<file path="src/rtl/ps2_regif_pkg.sv">
package ps2_regif_pkg;
  // word indices of the registers that software sees
  localparam int IDX_CTRL  = 0;
  localparam int IDX_STAT  = 1;
  localparam int IDX_DATA  = 2;
  localparam int IDX_DIV   = 3;
  localparam int IDX_ISTAT = 4;

  // status word bit positions
  localparam int ST_TX_EMPTY = 6;
  localparam int ST_RX_FULL  = 4;
  localparam int ST_PARITY   = 2;

  // control word bit positions
  localparam int CTL_RX_IE = 4;
  localparam int CTL_FORCE = 3;

  function automatic logic [7:0] ident_byte(input logic [2:0] sel);
    case (sel)
      3'd0:    ident_byte = 8'h50;
      3'd1:    ident_byte = 8'h10;
      3'd2:    ident_byte = 8'h04;
      3'd3:    ident_byte = 8'h00;
      3'd4:    ident_byte = 8'h0D;
      3'd5:    ident_byte = 8'hF0;
      3'd6:    ident_byte = 8'h05;
      default: ident_byte = 8'hB1;
    endcase
  endfunction
endpackage

</file>
<file path="src/rtl/ps2_rx_hold.sv">
module ps2_rx_hold #(
  parameter int BYTE_W = 8
) (
  input  logic              clk,
  input  logic              rst,
  input  logic              rx_valid,
  input  logic [BYTE_W-1:0] rx_byte,
  input  logic              pop,
  output logic              rx_ready,
  output logic              pend_q,
  output logic              pend_nxt,
  output logic [BYTE_W-1:0] head_q,
  output logic [BYTE_W-1:0] last_q
);
  logic take;

  assign rx_ready = ~pend_q | pop;
  assign take     = rx_valid & rx_ready;
  assign pend_nxt = take | (pend_q & ~pop);

  always_ff @(posedge clk) begin
    if (rst) begin
      pend_q <= 1'b0;
      head_q <= '0;
      last_q <= '0;
    end else begin
      if (pop && pend_q) last_q <= head_q;
      if (take)          head_q <= rx_byte;
      pend_q <= pend_nxt;
    end
  end
endmodule

</file>
<file path="src/rtl/ps2_irq_gen.sv">
module ps2_irq_gen (
  input  logic clk,
  input  logic rst,
  input  logic pend_nxt,
  input  logic rx_ie_nxt,
  input  logic force_nxt,
  output logic irq
);
  always_ff @(posedge clk) begin
    if (rst) irq <= 1'b0;
    else     irq <= (pend_nxt & rx_ie_nxt) | force_nxt;
  end
endmodule

</file>
<file path="src/rtl/ps2_ident.sv">
module ps2_ident #(
  parameter int DATA_W = 32
) (
  input  logic [2:0]        sel,
  output logic [DATA_W-1:0] value
);
  import ps2_regif_pkg::*;
  assign value = DATA_W'(ident_byte(sel));
endmodule

</file>
<file path="src/rtl/ps2_regif.sv">
module ps2_regif #(
  parameter int ADDR_W = 12,
  parameter int DATA_W = 32,
  parameter int BYTE_W = 8
) (
  input  logic                clk,
  input  logic                rst,
  input  logic                bus_sel,
  input  logic                bus_wr,
  input  logic [ADDR_W-3:0]   bus_word,
  input  logic [DATA_W-1:0]   bus_wdata,
  output logic [DATA_W-1:0]   bus_rdata,
  input  logic                rx_valid,
  input  logic [BYTE_W-1:0]   rx_byte,
  output logic                rx_ready,
  output logic                tx_strobe,
  output logic [BYTE_W-1:0]   tx_byte,
  output logic                irq
);
  import ps2_regif_pkg::*;
  localparam int WORD_W = ADDR_W - 2;

  logic rd_en, wr_en, is_ident, pop;
  logic wr_ctrl, wr_div, wr_data;
  logic [DATA_W-1:0] ctrl_q, ctrl_d, div_q, stat_v, ident_v, rd_mux;
  logic pend_q, pend_nxt;
  logic [BYTE_W-1:0] head_q, last_q;

  assign rd_en    = bus_sel & ~bus_wr;
  assign wr_en    = bus_sel &  bus_wr;
  assign is_ident = &bus_word[WORD_W-1:3];
  assign pop      = rd_en   & (bus_word == WORD_W'(IDX_DATA));
  assign wr_ctrl  = wr_en   & (bus_word == WORD_W'(IDX_CTRL));
  assign wr_div   = wr_en   & (bus_word == WORD_W'(IDX_DIV));
  assign wr_data  = wr_en   & (bus_word == WORD_W'(IDX_DATA));
  assign ctrl_d   = wr_ctrl ? bus_wdata : ctrl_q;

  ps2_rx_hold #(.BYTE_W(BYTE_W)) u_rx (
    .clk(clk), .rst(rst), .rx_valid(rx_valid), .rx_byte(rx_byte), .pop(pop),
    .rx_ready(rx_ready), .pend_q(pend_q), .pend_nxt(pend_nxt),
    .head_q(head_q), .last_q(last_q)
  );

  ps2_irq_gen u_irq (
    .clk(clk), .rst(rst), .pend_nxt(pend_nxt),
    .rx_ie_nxt(ctrl_d[CTL_RX_IE]), .force_nxt(ctrl_d[CTL_FORCE]), .irq(irq)
  );

  ps2_ident #(.DATA_W(DATA_W)) u_ident (.sel(bus_word[2:0]), .value(ident_v));

  always_comb begin
    stat_v              = '0;
    stat_v[ST_TX_EMPTY] = 1'b1;
    stat_v[ST_RX_FULL]  = pend_q;
    stat_v[ST_PARITY]   = ^last_q;
  end

  always_comb begin
    rd_mux = '0;
    if (is_ident) begin
      rd_mux = ident_v;
    end else begin
      case (bus_word)
        WORD_W'(IDX_CTRL):  rd_mux = ctrl_q;
        WORD_W'(IDX_STAT):  rd_mux = stat_v;
        WORD_W'(IDX_DATA):  rd_mux = DATA_W'(pend_q ? head_q : last_q);
        WORD_W'(IDX_DIV):   rd_mux = div_q;
        WORD_W'(IDX_ISTAT): rd_mux = DATA_W'({1'b1, pend_q});
        default:            rd_mux = '0;
      endcase
    end
  end

  always_ff @(posedge clk) begin
    if (rst) begin
      ctrl_q    <= '0;
      div_q     <= '0;
      bus_rdata <= '0;
      tx_strobe <= 1'b0;
      tx_byte   <= '0;
    end else begin
      ctrl_q    <= ctrl_d;
      if (wr_div) div_q <= bus_wdata;
      if (rd_en)  bus_rdata <= rd_mux;
      tx_strobe <= wr_data;
      if (wr_data) tx_byte <= bus_wdata[BYTE_W-1:0];
    end
  end
endmodule

</file>
<file path="config.mk">
export PLATFORM = sky130hd
export DESIGN_NAME = ps2_regif
export DESIGN_NICKNAME = d
export VERILOG_FILES = /design/src/rtl/ps2_regif_pkg.sv /design/src/rtl/ps2_rx_hold.sv /design/src/rtl/ps2_irq_gen.sv /design/src/rtl/ps2_ident.sv /design/src/rtl/ps2_regif.sv
export SDC_FILE = /design/constraint.sdc
export NUM_CORES = 1
export LEC_CHECK = 0
export BUFFER_PORTS_ARGS = -buffer_cell sky130_fd_sc_hd__buf_2
export CAP_MARGIN = 40
export CORE_MARGIN = 3
export CORE_UTILIZATION = 49
export DETAILED_ROUTE_END_ITERATION = 16
export PLACE_DENSITY = 0.85
export RECOVER_POWER = 100
export SETUP_SLACK_MARGIN = 0.3
export SLEW_MARGIN = 20
export SYNTH_ARGS = -nofsm -noshare
export SYNTH_HDL_FRONTEND = slang
export SYNTH_SLANG_ARGS = --single-unit
</file>
<file path="constraint.sdc">
create_clock -name clk -period 1.6 [get_ports clk]
set_clock_uncertainty 0.1 [all_clocks]
set_input_delay 0 -clock clk [delete_from_list [all_inputs] [get_ports clk]]
set_output_delay 0 -clock clk [all_outputs]
set_load 0.005 [all_outputs]
</file>
; ---- Word level (Yosys, flattened, before mapping)
; Index checks and enable logic that the tools add are counted.
[classes]
n_reduce_logical = 5
muxes = 5
div = 0
add_sub_neg = 0
multipliers = 0
bitwise = 15
magnitude_cmp = 0
shifts = 0
eq_ne = 10
[op_table]
columns = op, count
row1 = $pmux W32 S5, 1
row2 = $pmux W8 S7, 1
row3 = $mux W32, 1
row4 = $eq A10 B2 Y1 const B, 2
row5 = $eq A10 B1 Y1 const B, 1
row6 = $eq A10 B3 Y1 const B, 1
row7 = $logic_not A10 Y1, 1
row8 = $and A1 B1 Y1, 9
row9 = $eq A3 B3 Y1 const B, 3
row10 = $mux W8, 1
row11 = $reduce_xor A8 Y1, 1
row12 = $reduce_and A7 Y1, 1
row13 = $eq A3 B2 Y1 const B, 2
row14 = $mux W5, 1
row15 = $eq A3 B1 Y1 const B, 1
row16 = $logic_not A3 Y1, 1
row17 = $not A1 Y1, 3
row18 = $or A1 B1 Y1, 3
row19 = $logic_and A1 B1 Y1, 1
[totals]
latch_bits = 0
register_bits = 123
ram_bits = 0
memories = 0
rom_bits = 0

; ---- Longest topological paths before layout
[depth]
depth_word = 8
depth_mapped = 8

; ---- Modules after synthesis
; From an unflattened synthesis, not the netlist that was laid out.
[hier_totals]
cells_unflattened = 679
area_unflattened_um2 = 5915.7
[by_module_without_submodules]
columns = mod, n_inst, area_each_um2, seq_area_each_um2, cells_per_inst
row1 = ps2_regif, 1, 4943.5, 2102.0, 563
row2 = ps2_rx_hold, 1, 690.7, 340.3, 76
row3 = ps2_ident, 1, 252.7, 0.0, 37
row4 = ps2_irq_gen, 1, 28.8, 20.0, 3

; ---- Worst setup path before layout
; No wires, ideal clock.
[synth_timing]
kind = input-to-reg
startpoint = in bus_word[2]
endpoint = reg u_rx.head_q[0]
arrival_time_ns = 1.453
required_time_ns = 1.374
path_buffers = 1
setup_ns = 0.126
setup_slack_ns = -0.079
path_stages = 6
cell_sequence = buf_6 > or4_4 > o41ai_4 > nand2_4 > mux2i_1 > nor2_1
[synth_between]
elab_chain_len = 4
[synth_lines]
columns = element, line_no
row1 = "start, declared", ps2_regif.sv:10  ; input logic [ADDR_W-3:0] bus_word,
row2 = $eq A10 B2 Y1, ps2_regif.sv:32  ; assign pop = rd_en & (bus_word == WORD_W'(IDX_DATA));
row3 = $and A1 B1 Y1, ps2_regif.sv:32
row4 = $or A1 B1 Y1, ps2_rx_hold.sv:17  ; assign rx_ready = ~pend_q | pop;
row5 = named net rx_ready, ps2_regif.sv:15  ; output logic rx_ready,
row6 = $and A1 B1 Y1, ps2_rx_hold.sv:18  ; assign take = rx_valid & rx_ready;
row7 = "end signal, assigned", ps2_rx_hold.sv:28  ; if (take) head_q <= rx_byte;
row8 = "end, declared", ps2_rx_hold.sv:12  ; output logic [BYTE_W-1:0] head_q,
; The timed path passes the listed nets, and every way through them passes these cells.
; A chain may end at the register's enable or synchronous reset.

; ---- Worst setup path in the final report
[layout_timing]
startpoint = reg u_rx.pend_q
endpoint = reg bus_rdata[0]
[layout_between]
elab_chain_len = 3
[layout_lines]
columns = element, line_no
row1 = "start, declared", ps2_rx_hold.sv:10  ; output logic pend_q,
row2 = "start signal, assigned", ps2_rx_hold.sv:29  ; pend_q <= pend_nxt;
row3 = $mux W8, ps2_regif.sv:66  ; WORD_W'(IDX_DATA): rd_mux = DATA_W'(pend_q ? head_q : last_q);
row4 = $pmux W32 S5 *, ps2_regif.sv:63  ; case (bus_word)
row5 = $mux W32 *, ps2_regif.sv:60  ; if (is_ident) begin
row6 = "end signal, assigned", ps2_regif.sv:84  ; if (rd_en) bus_rdata <= rd_mux;
row7 = "end, declared", ps2_regif.sv:12  ; output logic [DATA_W-1:0] bus_rdata,
; Mark *: on every way between the ends. The rest lies on a longest branch, timed or not.

==> qor.yml <==
timing:
  period_needed_ns: 1.72
  fin_ws_ns: -0.121
  worst_slew_pin_slew_ns: 0.887
  hold_viol_final: 0
  max_slew_margin_pct: 40.9
  rsz0062_at_grt: "true"
  fmax_mhz: 581
  whs_ns: 0.0150
  setup_viol: 1
  fin_crit_sh_pct: 108
  slew_viol_final: 0
route:
  drc: 0
  drtIter0Drc: 693
  vias_per_cell: 6.14
  dr_total_vias: 5399
  drt-total-wl_um: 19500
  ant_nets: 0
  wl_per_cell_um: 22.1
  drt_first_pass_iters: 7
die:
  die_h_um: 107
  rows: 36
  core_area_um2: 9820
  dieArea_um2: 11400
  die_x_um: 107
  io_pins: 98
  initial_core_util_pct: 50.7
worst_setup_path:
  worstPathMaxFanout: 7
  reg2reg_from: "u_rx.pend_q$_SDFF_PP0_"
  cp.arrival_ns: 1.99
  crit_type: "reg -> reg"
  critPathLaunchType: "register"
  required_ns: 1.87
  crit_path_end_kind: "register"
  crit_start: "u_rx.pend_q$_SDFF_PP0_"
cells_and_area:
  area.growth.synth_to_final_pct: 46.5
  seq_area_um2: 2480
  multi_input_area_um2: 2540
  drive_gt1_share_pct: 30.3
  fin_nets: 789
  fillCellCount: 594
  diodes: 0
synth:
  ys_seq_area_share_pct: 49.5
  synth_edf_count: 0
  yosysTopAreaCell: "dfxtp_1"
  ys_ff_latch: 123
  ys_warn_count: 0
  synth_flop_cell: "dfxtp_1"
  synthArstFlopShare_pct: 0
  yosysMostFrequentCell: "dfxtp_1"
  yosysTopAreaCellShare_pct: 49.5
  synth.area.top_cells: "dfxtp_1 (49%), mux2i_1 (12%), nand2_1 (7.4%)"
  ys_types: 49
  synth_area_um2: 4970
  avgSynthCellArea_um2: 9.08
  synth_common_cells: "dfxtp_1 (123), nand2_1 (98), nor2_1 (69)"
  syn_inst: 548
  syn_nets: 603
grt:
  gr-total-overflow: 0
  grt_use_total_pct: 29.8
  grt_start_max_net_pins: 41
  grt_pass1_wl_um: 26700
  grt_pass1_vias: 5374
  antenna_found_initial: 0
clocking:
  cts_htree_levels: 4
  numCtsBuffers: 17
  clock_latency_ns: 0.53
  numClockSinks: 123
  clkTransAtPathRegs_ns: 0.06
  cts_tree: "yes"
  clockBufferDepth: 2
  cts-root-buf: "clkbuf_8"
power_and_ir_drop:
  powerDensity_nw_per_um2: 1060
  ir_worst_vdd_v: 0.000920
  p_leak_nw: 3.16
status:
  violations: "negative setup slack"
  status: "finished with violations"
placed_design:
  dp_slack_ns: -0.231
  io_buffers: 97
  place_congestion: 0.894
  place.detailed.hpwl_um: 9210
min_path:
  hp-start: "bus_word[6]"
  min_path_type: "in -> reg"
run:
  maxCapViolCount: 0
## worst max-delay path, stage by stage, from the launching register on
cell and delay (ns):
dfxtp_4 0.38, clkbuf_4 0.15, buf_6 0.12, nand2_1 0.09, a2bb2oi_1 0.27, a21oi_1 0.13
o21ai_1 0.21, a21oi_1 0.11
## sequential cells by signal, indices dropped and copies added, names as in the netlist
name / flops
tx_strobe: 1
bus_rdata: 32
u_rx.last_q: 8
u_rx.head_q: 8
u_irq.irq: 1
div_q: 32
u_rx.pend_q: 1
ctrl_q: 32
tx_byte: 8
## stage by stage
stage | utilization [%] | setup TNS (ns) | cell area (um2) | power (mW) | cells
final | 74.2 | -0.121 | 7290 | 7.73 | 880
after global routing | 74.2 | -0.246 | 7290 | 7.88 | 880
after CTS | 73.6 | 0 | 7230 | 7.63 | 866
after detailed placement | 61.1 | -11.37 | 6000 | 3.51 | 779
after global placement | 61.1 | -6.68 | 6000 | 3.50 | 779
after floorplan | - | -0.277 | 5190 | 3.34 | 548
## kinds of logic (layout without fill, tap and decap cells)
kind of cell           after synthesis  in the layout  synth area share (%)
XOR/XNOR                             8              8                  1.41
multiplexers                        64             64                  13.0
AND/OR/NAND/NOR                    198            199                  17.5
flip-flops                         123            123                  49.5
buffers and inverters               41            239                  4.35
AO/OA/AOI/OAI                      114            114                  14.3
## area by class of cell
class	instances	area share (%)
Clock buffer	18	5.73
Clock inverter	14	2.85
Inverter	4	0.206
Multi-Input combinational cell	385	34.9
Sequential cell	123	34.0
Tap cell	133	2.28
Timing Repair Buffer	203	20.1
## power by group
group,switching (mW),total [mW],internal (mW),leakage [nW]
sequential,0.0249,3.11,3.08,0.998
clock,1.55,4.12,2.57,0.304
combinational,0.268,0.509,0.240,1.85
## metal layers
metal  up-vias  part of all wire (%)  GRT usage (%)
met5         -                     0              0
met4         0                   7.2           18.8
met3       155                   9.9           6.68
met2       464                    47           51.1
met1      2513                    36           33.4
li1       2267                     -              -
## timing repair
item                                    4_1_cts  5_1_grt
hold buffers                                 48        2
resized for setup                            19       30
cloned                                        0        5
hold endpoints to repair                     97        4
endpoints found under the setup margin       18       72
buffers inserted                              7        8
pin swaps                                    12       14
## worst paths after layout
path	endpoint	slack, ns	depth (start not counted)
worst max-delay path	bus_rdata[0]$_SDFFE_PP0N_	-0.12	7
worst min-delay path	bus_rdata[0]$_SDFFE_PP0N_	0.01	5
worst max register to register	bus_rdata[0]$_SDFFE_PP0N_	-0.12	7
worst min register to register	bus_rdata[13]$_SDFFE_PP0N_	0.35	2
## placed cells by master (no fill, tap or decap), types with 3 or more instances in the layout
| cell type | count |
|---|---|
| clkbuf_2 | 7 |
| clkbuf_16 | 17 |
| inv_1 | 4 |
| a21oi_1 | 39 |
| buf_4 | 37 |
| dlygate4sd3_1 | 49 |
| clkinv_4 | 3 |
| a22oi_2 | 17 |
| bufinv_16 | 4 |
| mux2i_1 | 55 |
| o21ai_1 | 19 |
| buf_12 | 5 |
| dfxtp_1 | 114 |
| nand2_1 | 97 |
| a22oi_1 | 10 |
| nor3_1 | 7 |
| buf_6 | 6 |
| clkbuf_1 | 23 |
| buf_2 | 75 |
| o21ai_0 | 11 |
| nand3_1 | 3 |
| dfxtp_2 | 7 |
| inv_6 | 3 |
| nor2_1 | 67 |
| xnor2_2 | 3 |
Power figures use the tool's default switching activity.
